[src/rtl/isplit_pkg.sv]
package isplit_pkg;

    // width of one base-format instruction slot
    localparam int INSN_W = 32;

    // prefix value that marks a base-format slot
    localparam logic [1:0] BASE_PREFIX = 2'b11;

    typedef enum logic [1:0] {
        SLOT_EMIT32 = 2'd0,
        SLOT_EMIT64 = 2'd1,
        SLOT_FAULT  = 2'd2
    } slot_kind_e;

endpackage

[src/rtl/isplit_classify.sv]
module isplit_classify
    import isplit_pkg::*;
(
    input  logic [2*INSN_W-1:0] word_i,
    input  logic                odd_slot_i,
    output slot_kind_e          kind_o,
    output logic [2*INSN_W-1:0] instr_o
);

    logic [INSN_W-1:0] half_w;

    always_comb begin
        half_w = odd_slot_i ? word_i[2*INSN_W-1:INSN_W] : word_i[INSN_W-1:0];
        if (half_w[1:0] == BASE_PREFIX) begin
            kind_o  = SLOT_EMIT32;
            instr_o = {{INSN_W{1'b0}}, half_w};
        end else if (!odd_slot_i) begin
            kind_o  = SLOT_EMIT64;
            instr_o = word_i;
        end else begin
            kind_o  = SLOT_FAULT;
            instr_o = '0;
        end
    end

endmodule

[src/rtl/isplit_pc_step.sv]
module isplit_pc_step
    import isplit_pkg::*;
#(
    parameter int ADDR_W = 32
) (
    input  logic [ADDR_W-1:0] pc_i,
    input  logic              wide_i,
    output logic [ADDR_W-1:0] pc_next_o,
    output logic [ADDR_W-1:0] word_addr_o,
    output logic              odd_slot_o
);

    localparam int SLOT_BYTES = INSN_W / 8;
    localparam int WORD_BYTES = 2 * SLOT_BYTES;
    localparam int SLOT_LSB   = $clog2(SLOT_BYTES);
    localparam int WORD_LSB   = $clog2(WORD_BYTES);

    always_comb begin
        pc_next_o   = pc_i + (wide_i ? ADDR_W'(WORD_BYTES) : ADDR_W'(SLOT_BYTES));
        word_addr_o = {pc_i[ADDR_W-1:WORD_LSB], {WORD_LSB{1'b0}}};
        odd_slot_o  = pc_i[SLOT_LSB];
    end

endmodule

[src/rtl/isplit_top.sv]
module isplit_top
    import isplit_pkg::*;
#(
    parameter int                ADDR_W   = 32,
    parameter logic [ADDR_W-1:0] RESET_PC = '0
) (
    input  logic                clk,
    input  logic                rst_n,
    input  logic                redirect_valid,
    input  logic [ADDR_W-1:0]   redirect_pc,
    output logic [ADDR_W-1:0]   fetch_addr,
    output logic                fetch_ready,
    input  logic                fetch_valid,
    input  logic [2*INSN_W-1:0] fetch_data,
    output logic                out_valid,
    input  logic                out_ready,
    output logic [2*INSN_W-1:0] out_instr,
    output logic                out_is64,
    output logic [ADDR_W-1:0]   out_pc,
    output logic                fault_valid,
    output logic [ADDR_W-1:0]   fault_pc
);

    localparam int WORD_W   = 2 * INSN_W;
    localparam int SLOT_LSB = $clog2(INSN_W / 8);

    typedef struct packed {
        logic [ADDR_W-1:0] pc;
        logic [WORD_W-1:0] word;
        logic              word_vld;
        logic              faulted;
    } state_t;

    state_t s_d, s_q;

    slot_kind_e        kind_w;
    logic [WORD_W-1:0] instr_w;
    logic [ADDR_W-1:0] pc_next_w;
    logic [ADDR_W-1:0] word_addr_w;
    logic              odd_w;

    isplit_pc_step #(.ADDR_W(ADDR_W)) u_step (
        .pc_i        (s_q.pc),
        .wide_i      (kind_w == SLOT_EMIT64),
        .pc_next_o   (pc_next_w),
        .word_addr_o (word_addr_w),
        .odd_slot_o  (odd_w)
    );

    isplit_classify u_class (
        .word_i     (s_q.word),
        .odd_slot_i (odd_w),
        .kind_o     (kind_w),
        .instr_o    (instr_w)
    );

    always_comb begin
        s_d         = s_q;
        fetch_ready = !s_q.word_vld && !s_q.faulted && !redirect_valid;
        out_valid   = s_q.word_vld && (kind_w != SLOT_FAULT) && !redirect_valid;

        if (redirect_valid) begin
            s_d.pc       = {redirect_pc[ADDR_W-1:SLOT_LSB], {SLOT_LSB{1'b0}}};
            s_d.word_vld = 1'b0;
            s_d.faulted  = 1'b0;
        end else if (fetch_ready && fetch_valid) begin
            s_d.word     = fetch_data;
            s_d.word_vld = 1'b1;
        end else if (s_q.word_vld) begin
            if (kind_w == SLOT_FAULT) begin
                s_d.faulted  = 1'b1;
                s_d.word_vld = 1'b0;
            end else if (out_ready) begin
                s_d.pc = pc_next_w;
                if (kind_w == SLOT_EMIT64 || odd_w) begin
                    s_d.word_vld = 1'b0;
                end
            end
        end
    end

    always_ff @(posedge clk) begin
        if (!rst_n) begin
            s_q.pc       <= RESET_PC;
            s_q.word     <= '0;
            s_q.word_vld <= 1'b0;
            s_q.faulted  <= 1'b0;
        end else begin
            s_q <= s_d;
        end
    end

    assign fetch_addr  = word_addr_w;
    assign out_instr   = instr_w;
    assign out_is64    = (kind_w == SLOT_EMIT64);
    assign out_pc      = s_q.pc;
    assign fault_valid = s_q.faulted;
    assign fault_pc    = s_q.pc;


    out_hold_chk: assert property (@(posedge clk) disable iff (!rst_n)
        out_valid && !out_ready && !redirect_valid
        |=> out_valid && $stable(out_instr) && $stable(out_pc) && $stable(out_is64));


    fault_hold_chk: assert property (@(posedge clk) disable iff (!rst_n)
        fault_valid && !redirect_valid |=> fault_valid && $stable(fault_pc));


    fault_silent_chk: assert property (@(posedge clk) disable iff (!rst_n)
        fault_valid |-> !out_valid && !fetch_ready);


    wide_aligned_chk: assert property (@(posedge clk) disable iff (!rst_n)
        out_valid && out_is64 |-> out_pc[SLOT_LSB] == 1'b0);


    pc_step_chk: assert property (@(posedge clk) disable iff (!rst_n)
        out_valid && out_ready && !redirect_valid
        |=> s_q.pc == $past(s_q.pc) + ($past(out_is64) ? ADDR_W'(8) : ADDR_W'(4)));


    fetch_excl_chk: assert property (@(posedge clk) disable iff (!rst_n)
        fetch_ready |-> !out_valid);


    redirect_clear_chk: assert property (@(posedge clk) disable iff (!rst_n)
        redirect_valid |=> !fault_valid && !out_valid);

endmodule

[config.mk]
export PLATFORM = sky130hd
export DESIGN_NAME = isplit_top
export DESIGN_NICKNAME = d
export VERILOG_FILES = /design/src/rtl/isplit_pkg.sv /design/src/rtl/isplit_classify.sv /design/src/rtl/isplit_pc_step.sv /design/src/rtl/isplit_top.sv
export SDC_FILE = /design/constraint.sdc
export NUM_CORES = 1
export LEC_CHECK = 0
export ABC_AREA = 0
export BUFFER_PORTS_ARGS = -buffer_cell sky130_fd_sc_hd__buf_4
export CELL_PAD_IN_SITES_DETAIL_PLACEMENT = 0
export CELL_PAD_IN_SITES_GLOBAL_PLACEMENT = 1
export CORE_UTILIZATION = 25
export DETAILED_ROUTE_END_ITERATION = 16
export PLACE_DENSITY = 0.66
export SYNTH_ARGS = -nofsm -noshare
export SYNTH_HDL_FRONTEND = slang
export SYNTH_SLANG_ARGS = --single-unit
[constraint.sdc]
create_clock -name clk -period 2.8 [get_ports clk]
set_input_delay 0.56 -clock clk [delete_from_list [all_inputs] [get_ports clk]]
set_output_delay 0.56 -clock clk [all_outputs]
set_load 0.005 [all_outputs]
# Yosys cells after proc, flatten, opt, wreduce, memory -nomap -nowiden
# Cells that the tools add are included.
[word_totals]
wordCells = 49
ff_bits = 98
[classes]
muxes = 17
n_eq_ne = 6
n_reduce_logical = 16
addsub = 1
bitwise = 4
[op_table]
columns = ["op", "n"]
rows = [
  ["two-way mux 32 bit", 6],
  ["two-way mux 64 bit", 2],
  ["adder 32 bit", 1],
  ["AND reduction 4 bit", 2],
  ["two-way mux 2 bit", 3],
  ["inequality test 2 bit, second input constant", 3],
  ["logical AND 1 bit", 5],
  ["two-way mux 1 bit", 5],
  ["equality test 2 bit, second input constant", 2],
  ["two-way mux 4 bit", 1],
  ["NOT 1 bit", 4],
  ["nonzero test 2 bit", 2],
  ["zero test 1 bit", 3],
  ["AND reduction 3 bit", 1],
  ["equality test 2 x 1 -> 1 bit, second input constant", 1],
  ["AND reduction 2 bit", 1],
  ["OR reduction 2 bit", 1],
  ["logical OR 1 bit", 1],
]

# Logic depth before layout (Yosys ltp)
[logic_depth]
ltp_word = 11
depth_mapped = 9

# By module
# Synthesis repeated with hierarchy kept, for this count alone.
[unflattened]
hier_cells = 810
area_unflattened_um2 = 6014.5
[by_module_without_submodules]
columns = ["mod", "area_per_inst_um2", "cells_per_inst", "seq_area_each_um2", "instances"]
rows = [
  ["isplit_top", 4340.4, 547, 1961.9, 1],
  ["isplit_pc_step", 884.6, 120, 0.0, 1],
  ["isplit_classify", 789.5, 143, 0.0, 1],
]

# Worst setup path before layout
# Ideal clock, no wire load.
[synth_path]
path_type = "register to register"
from = "register s_q (netlist bit fault_pc[2])"
to = "register s_q (netlist bit fault_pc[29])"
slack_ns = 0.497
stages_incl_launch_ff = 10
arrival_time_ns = 2.229
required_time_ns = 2.726
synth_period_minus_slack_ns = 2.303
setup_time_ns = 0.074
cell_sequence = "dfxtp_1 > clkbuf_1 > a21oi_1 > clkbuf_1 > ha_1 > a21o_1 > and4bb_2 > nand3_4 > or3_1 > a31oi_1"
[synth_between]
elab_chain_len = 11
elab_cells_between_ends = 15
classes_between = "add/sub (1); eq/ne (4); mux (9); reduce/logical (1)"
[synth_lines]
columns = ["item", "line", "source"]
rows = [
  ["start: declaration", "isplit_top.sv:34", "state_t s_d, s_q;"],
  ["two-way mux 32 bit", "isplit_classify.sv:13", "half_w = odd_slot_i ? word_i[2*INSN_W-1:INSN_W] : word_i[INSN_W-1:0];"],
  ["equality test 2 bit", "isplit_classify.sv:14", "if (half_w[1:0] == BASE_PREFIX) begin"],
  ["two-way mux 2 bit *", "isplit_classify.sv:14", ""],
  ["equality test 2 x 1 -> 1 bit *", "--", ""],
  ["net out_is64", "isplit_top.sv:18", "output logic out_is64,"],
  ["two-way mux 4 bit *", "isplit_pc_step.sv:19", "pc_next_o = pc_i + (wide_i ? ADDR_W'(WORD_BYTES) : ADDR_W'(SLOT_BYTES));"],
  ["adder 32 bit *", "isplit_pc_step.sv:19", ""],
  ["two-way mux 32 bit *", "isplit_top.sv:73", "end else if (out_ready) begin"],
  ["two-way mux 32 bit *", "isplit_top.sv:70", "if (kind_w == SLOT_FAULT) begin"],
  ["two-way mux 32 bit *", "isplit_top.sv:69", "end else if (s_q.word_vld) begin"],
  ["two-way mux 32 bit *", "isplit_top.sv:66", "end else if (fetch_ready && fetch_valid) begin"],
  ["two-way mux 32 bit *", "isplit_top.sv:62", "if (redirect_valid) begin"],
]
# Mark *: on every way through the listed nets, which the timed path passes. The rest lies on a longest branch. The select of a mux whose other input is x is not followed.
# A chain may end at the register's enable or synchronous reset.

# Worst setup path after layout
[layout_path]
from = "register s_q (netlist bit fault_pc[2])"
to = "output out_instr[13]"
[layout_between]
elab_chain_len = 3
elab_cells_between_ends = 4
classes_between = "eq/ne (1); mux (3)"
[layout_lines]
columns = ["item", "line", "source"]
rows = [
  ["two-way mux 32 bit", "isplit_classify.sv:13", ""],
  ["equality test 2 bit", "isplit_classify.sv:14", ""],
  ["two-way mux 64 bit *", "isplit_classify.sv:14", ""],
  ["end: declaration", "isplit_top.sv:17", "output logic [2*INSN_W-1:0] out_instr,"],
]
# Every way passes the cells marked *; elsewhere a longest branch is shown, timed or not.

==> metrics.md <==
| Metric | Value |
|---|---|
| Status | `finished, final reports clean` |
| Hold_sp | `fetch_data[45]` |
| WL met3 | `1.69 mm` |
| Largest net degree at the start of global routing | `between 70 and 80` |
| HPWL Detailed | `around 12 mm` |
| CTS tree | `yes` |
| CTS Hold Buffers Added | `0` |
| Finish-stage setup viols | `0` |
| Worst-margin pin slew | `approximately 0.62 ns` |
| Area growth, synth to finish | `34.8%` |
| Max-cap violations | `0` |
| Synthesized area | `~0.0053 mm²` |
| Worst-path clk slew | `0.08 ns` |
| Antenna viol nets, final | `0` |
| Syn_area_per_cell | `roughly 7.3 µm²` |
| CORE AREA | `between 0.02 and 0.025 mm²` |
| Yosys top cell area share | `36.4%` |
| Fin crit share | `89.8%` |
| Yosys warns | `0` |
| DR pass1 iterations | `4` |
| Detailed Route WL | `between 15 and 20 mm` |
| CP Class | `reg -> out` |
| Slew headroom | `roughly three fifths` |
| Die span in y | `between 100 and 150 µm` |
| Storage cell area | `0.00192 mm²` |
| Critical path endpoint category | `output port` |
| Initial DRC Count | `167` |
| # rows | `52` |
| Sequential cell area fraction in the yosys report | `between 30% and 40%` |
| Yosys top cell by area | `dfxtp_1` |
| Peak VDD IR | `244 µV` |
| Initial cell density of the core | `approximately 26%` |
| Final Hold Slack | `roughly 0.45 ns` |
| Area of the multi-input gates | `approximately 0.0024 mm²` |
| RSZ-0062 raised after global routing | `no` |
| Number of diodes | `0` |
| Worst-Skew Late Latency | `0.35 ns` |
| Fmax | `around 0.40 GHz` |
| Initial antenna violation count | `0` |
| Post_cts resized | `0` |
| Fin crit period | `2.51 ns` |
| Top layer in use | `met4` |
| Total gr overflow | `0` |
| Vias per cell | `around 4.4` |
| CTS buffer count | `9` |
| Clock Skews | `~0.012 ns` |
| Pwr dens | `between 400 and 500 mW/mm²` |
| Most common flop cell mapped by yosys | `dfxtp_1` |
| Utilization after layout | `about a third` |
| Post-Place Setup Slack | `0.498 ns` |
| Max Fanout on Critical Path | `19` |
| #FFs+latches synth | `between 90 and 100` |
| Worst r2r src | `fault_pc[2]` |
| Met2 wire len | `between 7 and 8 mm` |
| Max H-tree Level | `3` |
| Critical path data arrival time | `between 1.5 and 2 ns` |
| Static leakage | `slightly above 3 nW` |
| Via count | `roughly 5.0k` |
| # IOs | `between 200 and 300` |
| Share of layout cells above drive strength 1 | `34.0%` |
| CP startpoint kind | `flip-flop` |
| # nets final | `~980` |
| Synth top area cells | `dfxtp_1 36%, buf_4 14%, nand2_1 12%` |
| Final Hold Viols | `0` |
| Slew Viols, Final | `0` |
| Root buf cell | `clkbuf_16` |
| Hold WC Path Type | `in -> reg` |
| Synth Instances | `about 730` |
| Worst path required time | `~2.2 ns` |
| Vias in the first global route | `around 4.8k` |
| Die Span X | `147 µm` |
| Drt drc | `0` |
| GRT Overall Usage | `between 10% and 20%` |
| Tot Pwr | `3.43 mW` |
| Post-CTS setup buffers | `0` |
| Routed metal-1 wire length | `about 7.1 mm` |
| Gpl congestion | `0.746` |
| Worst Setup SP | `fault_pc[2]` |
| Unique masters post-synth | `38` |
| First-pass GRT wire length | `between 20 and 30 mm` |
| Port buffer count | `255` |
| Sink Count | `96` |
| Setup TNS | `0 ns` |
| Fill cells | `between 2k and 2.5k` |
| Number of flops mapped to enable cells by yosys | `0` |
| Maximum root-to-sink buffer count | `2` |
| Min setup slack post-route | `between 0.2 and 0.3 ns` |
| Ys async rst share | `0%` |
| Die Area | `0.0217 mm²` |
| Drt wl/cell | `roughly 14 µm` |
critical path, cell delays in order (launching register included):
cell     delay [ns]
dfxtp_1        0.65
and3_1         0.26
buf_4          0.27
nand2_1        0.08
o21ai_0        0.16
buf_4          0.18
cells in the final DEF, fill, tap and decap left out, drive strengths merged:
cell	Yosys	final
nand4b	1	1
bufinv	0	1
nor4	4	4
dfxtp	96	96
and4	2	2
and4bb	2	2
clkbuf	31	10
xnor2	14	14
clkinv	0	3
inv	36	37
a211oi	2	2
and2	34	34
nor3	7	7
conb	1	7
a21oi	90	90
or3	7	7
nand4	7	7
buf	104	268
a31oi	4	4
o21ai	62	62
and3	6	6
nor2	12	12
a21boi	1	1
nand2b	2	2
clkinvlp	0	1
nand3	11	11
a311oi	2	2
xor2	10	10
o211ai	1	1
ha	1	1
a21o	1	1
nand2	174	174
flip-flops by register name, indices dropped and copies added, names as in the netlist:
name	flops
s_q	65
fault_valid	1
fault_pc	30
per-layer routing:
metal	vias up	GRT usage (%)
li1	2564	-
met1	2243	18.5
met2	188	24.6
met3	11	5.99
met4	0	4.74
met5	-	0
synthesized netlist by cell type, drive strengths merged (4+ instances only):
| cell type | instances |
|---|---|
| a31oi | 4 |
| xor2 | 10 |
| clkbuf | 31 |
| or3 | 7 |
| xnor2 | 14 |
| inv | 36 |
| nand4 | 7 |
| nand3 | 11 |
| nor4 | 4 |
| nand2 | 174 |
| a21oi | 90 |
| nor3 | 7 |
| and2 | 34 |
| dfxtp | 96 |
| nor2 | 12 |
| buf | 104 |
| and3 | 6 |
| o21ai | 62 |
power by group:
group / switching (mW) / total [mW] / internal [mW]
Combinational: 0.251 / 0.574 / 0.323
Sequential: 0.0844 / 1.52 / 1.44
Clock: 0.603 / 1.33 / 0.731
worst paths after layout:
kind | slack, ns | to | cells after the start
worst max-delay path | 0.29 | out_instr[13] | 5
worst min-delay path | 0.45 | s_q[47] | 3
worst max register to register | 0.54 | fault_pc[29] | 7
worst min register to register | 0.45 | s_q[9] | 2
metrics by stage:
stage	area, µm²	instances
global placement	6810	1134
CTS	7130	1150
floorplan	5310	731
finish	7130	1150
detailed placement	6810	1134
global route	7130	1150
logic make-up after synthesis:
group	Yosys count	share of synthesized area, %
AOI/OAI and AO/OA	163	16.0
DFF	96	36.4
and+or+nand+nor	269	24.2
adders and majority gates	1	0.237
xor gates and xnor gates	24	3.98
buffers and inverters	171	19.2
other	1	0.0709
cell type report:
| type | count | share of cell area, % |
|---|---|---|
| Multi-Input combinational cell | 464 | 33.4 |
| Timing Repair Buffer | 268 | 28.6 |
| Sequential cell | 96 | 27.0 |
| Tap cell | 270 | 4.74 |
| Clock buffer | 10 | 3.35 |
| Inverter | 36 | 1.90 |
| Clock inverter | 6 | 1.05 |
Power figures use the tool's default switching activity.
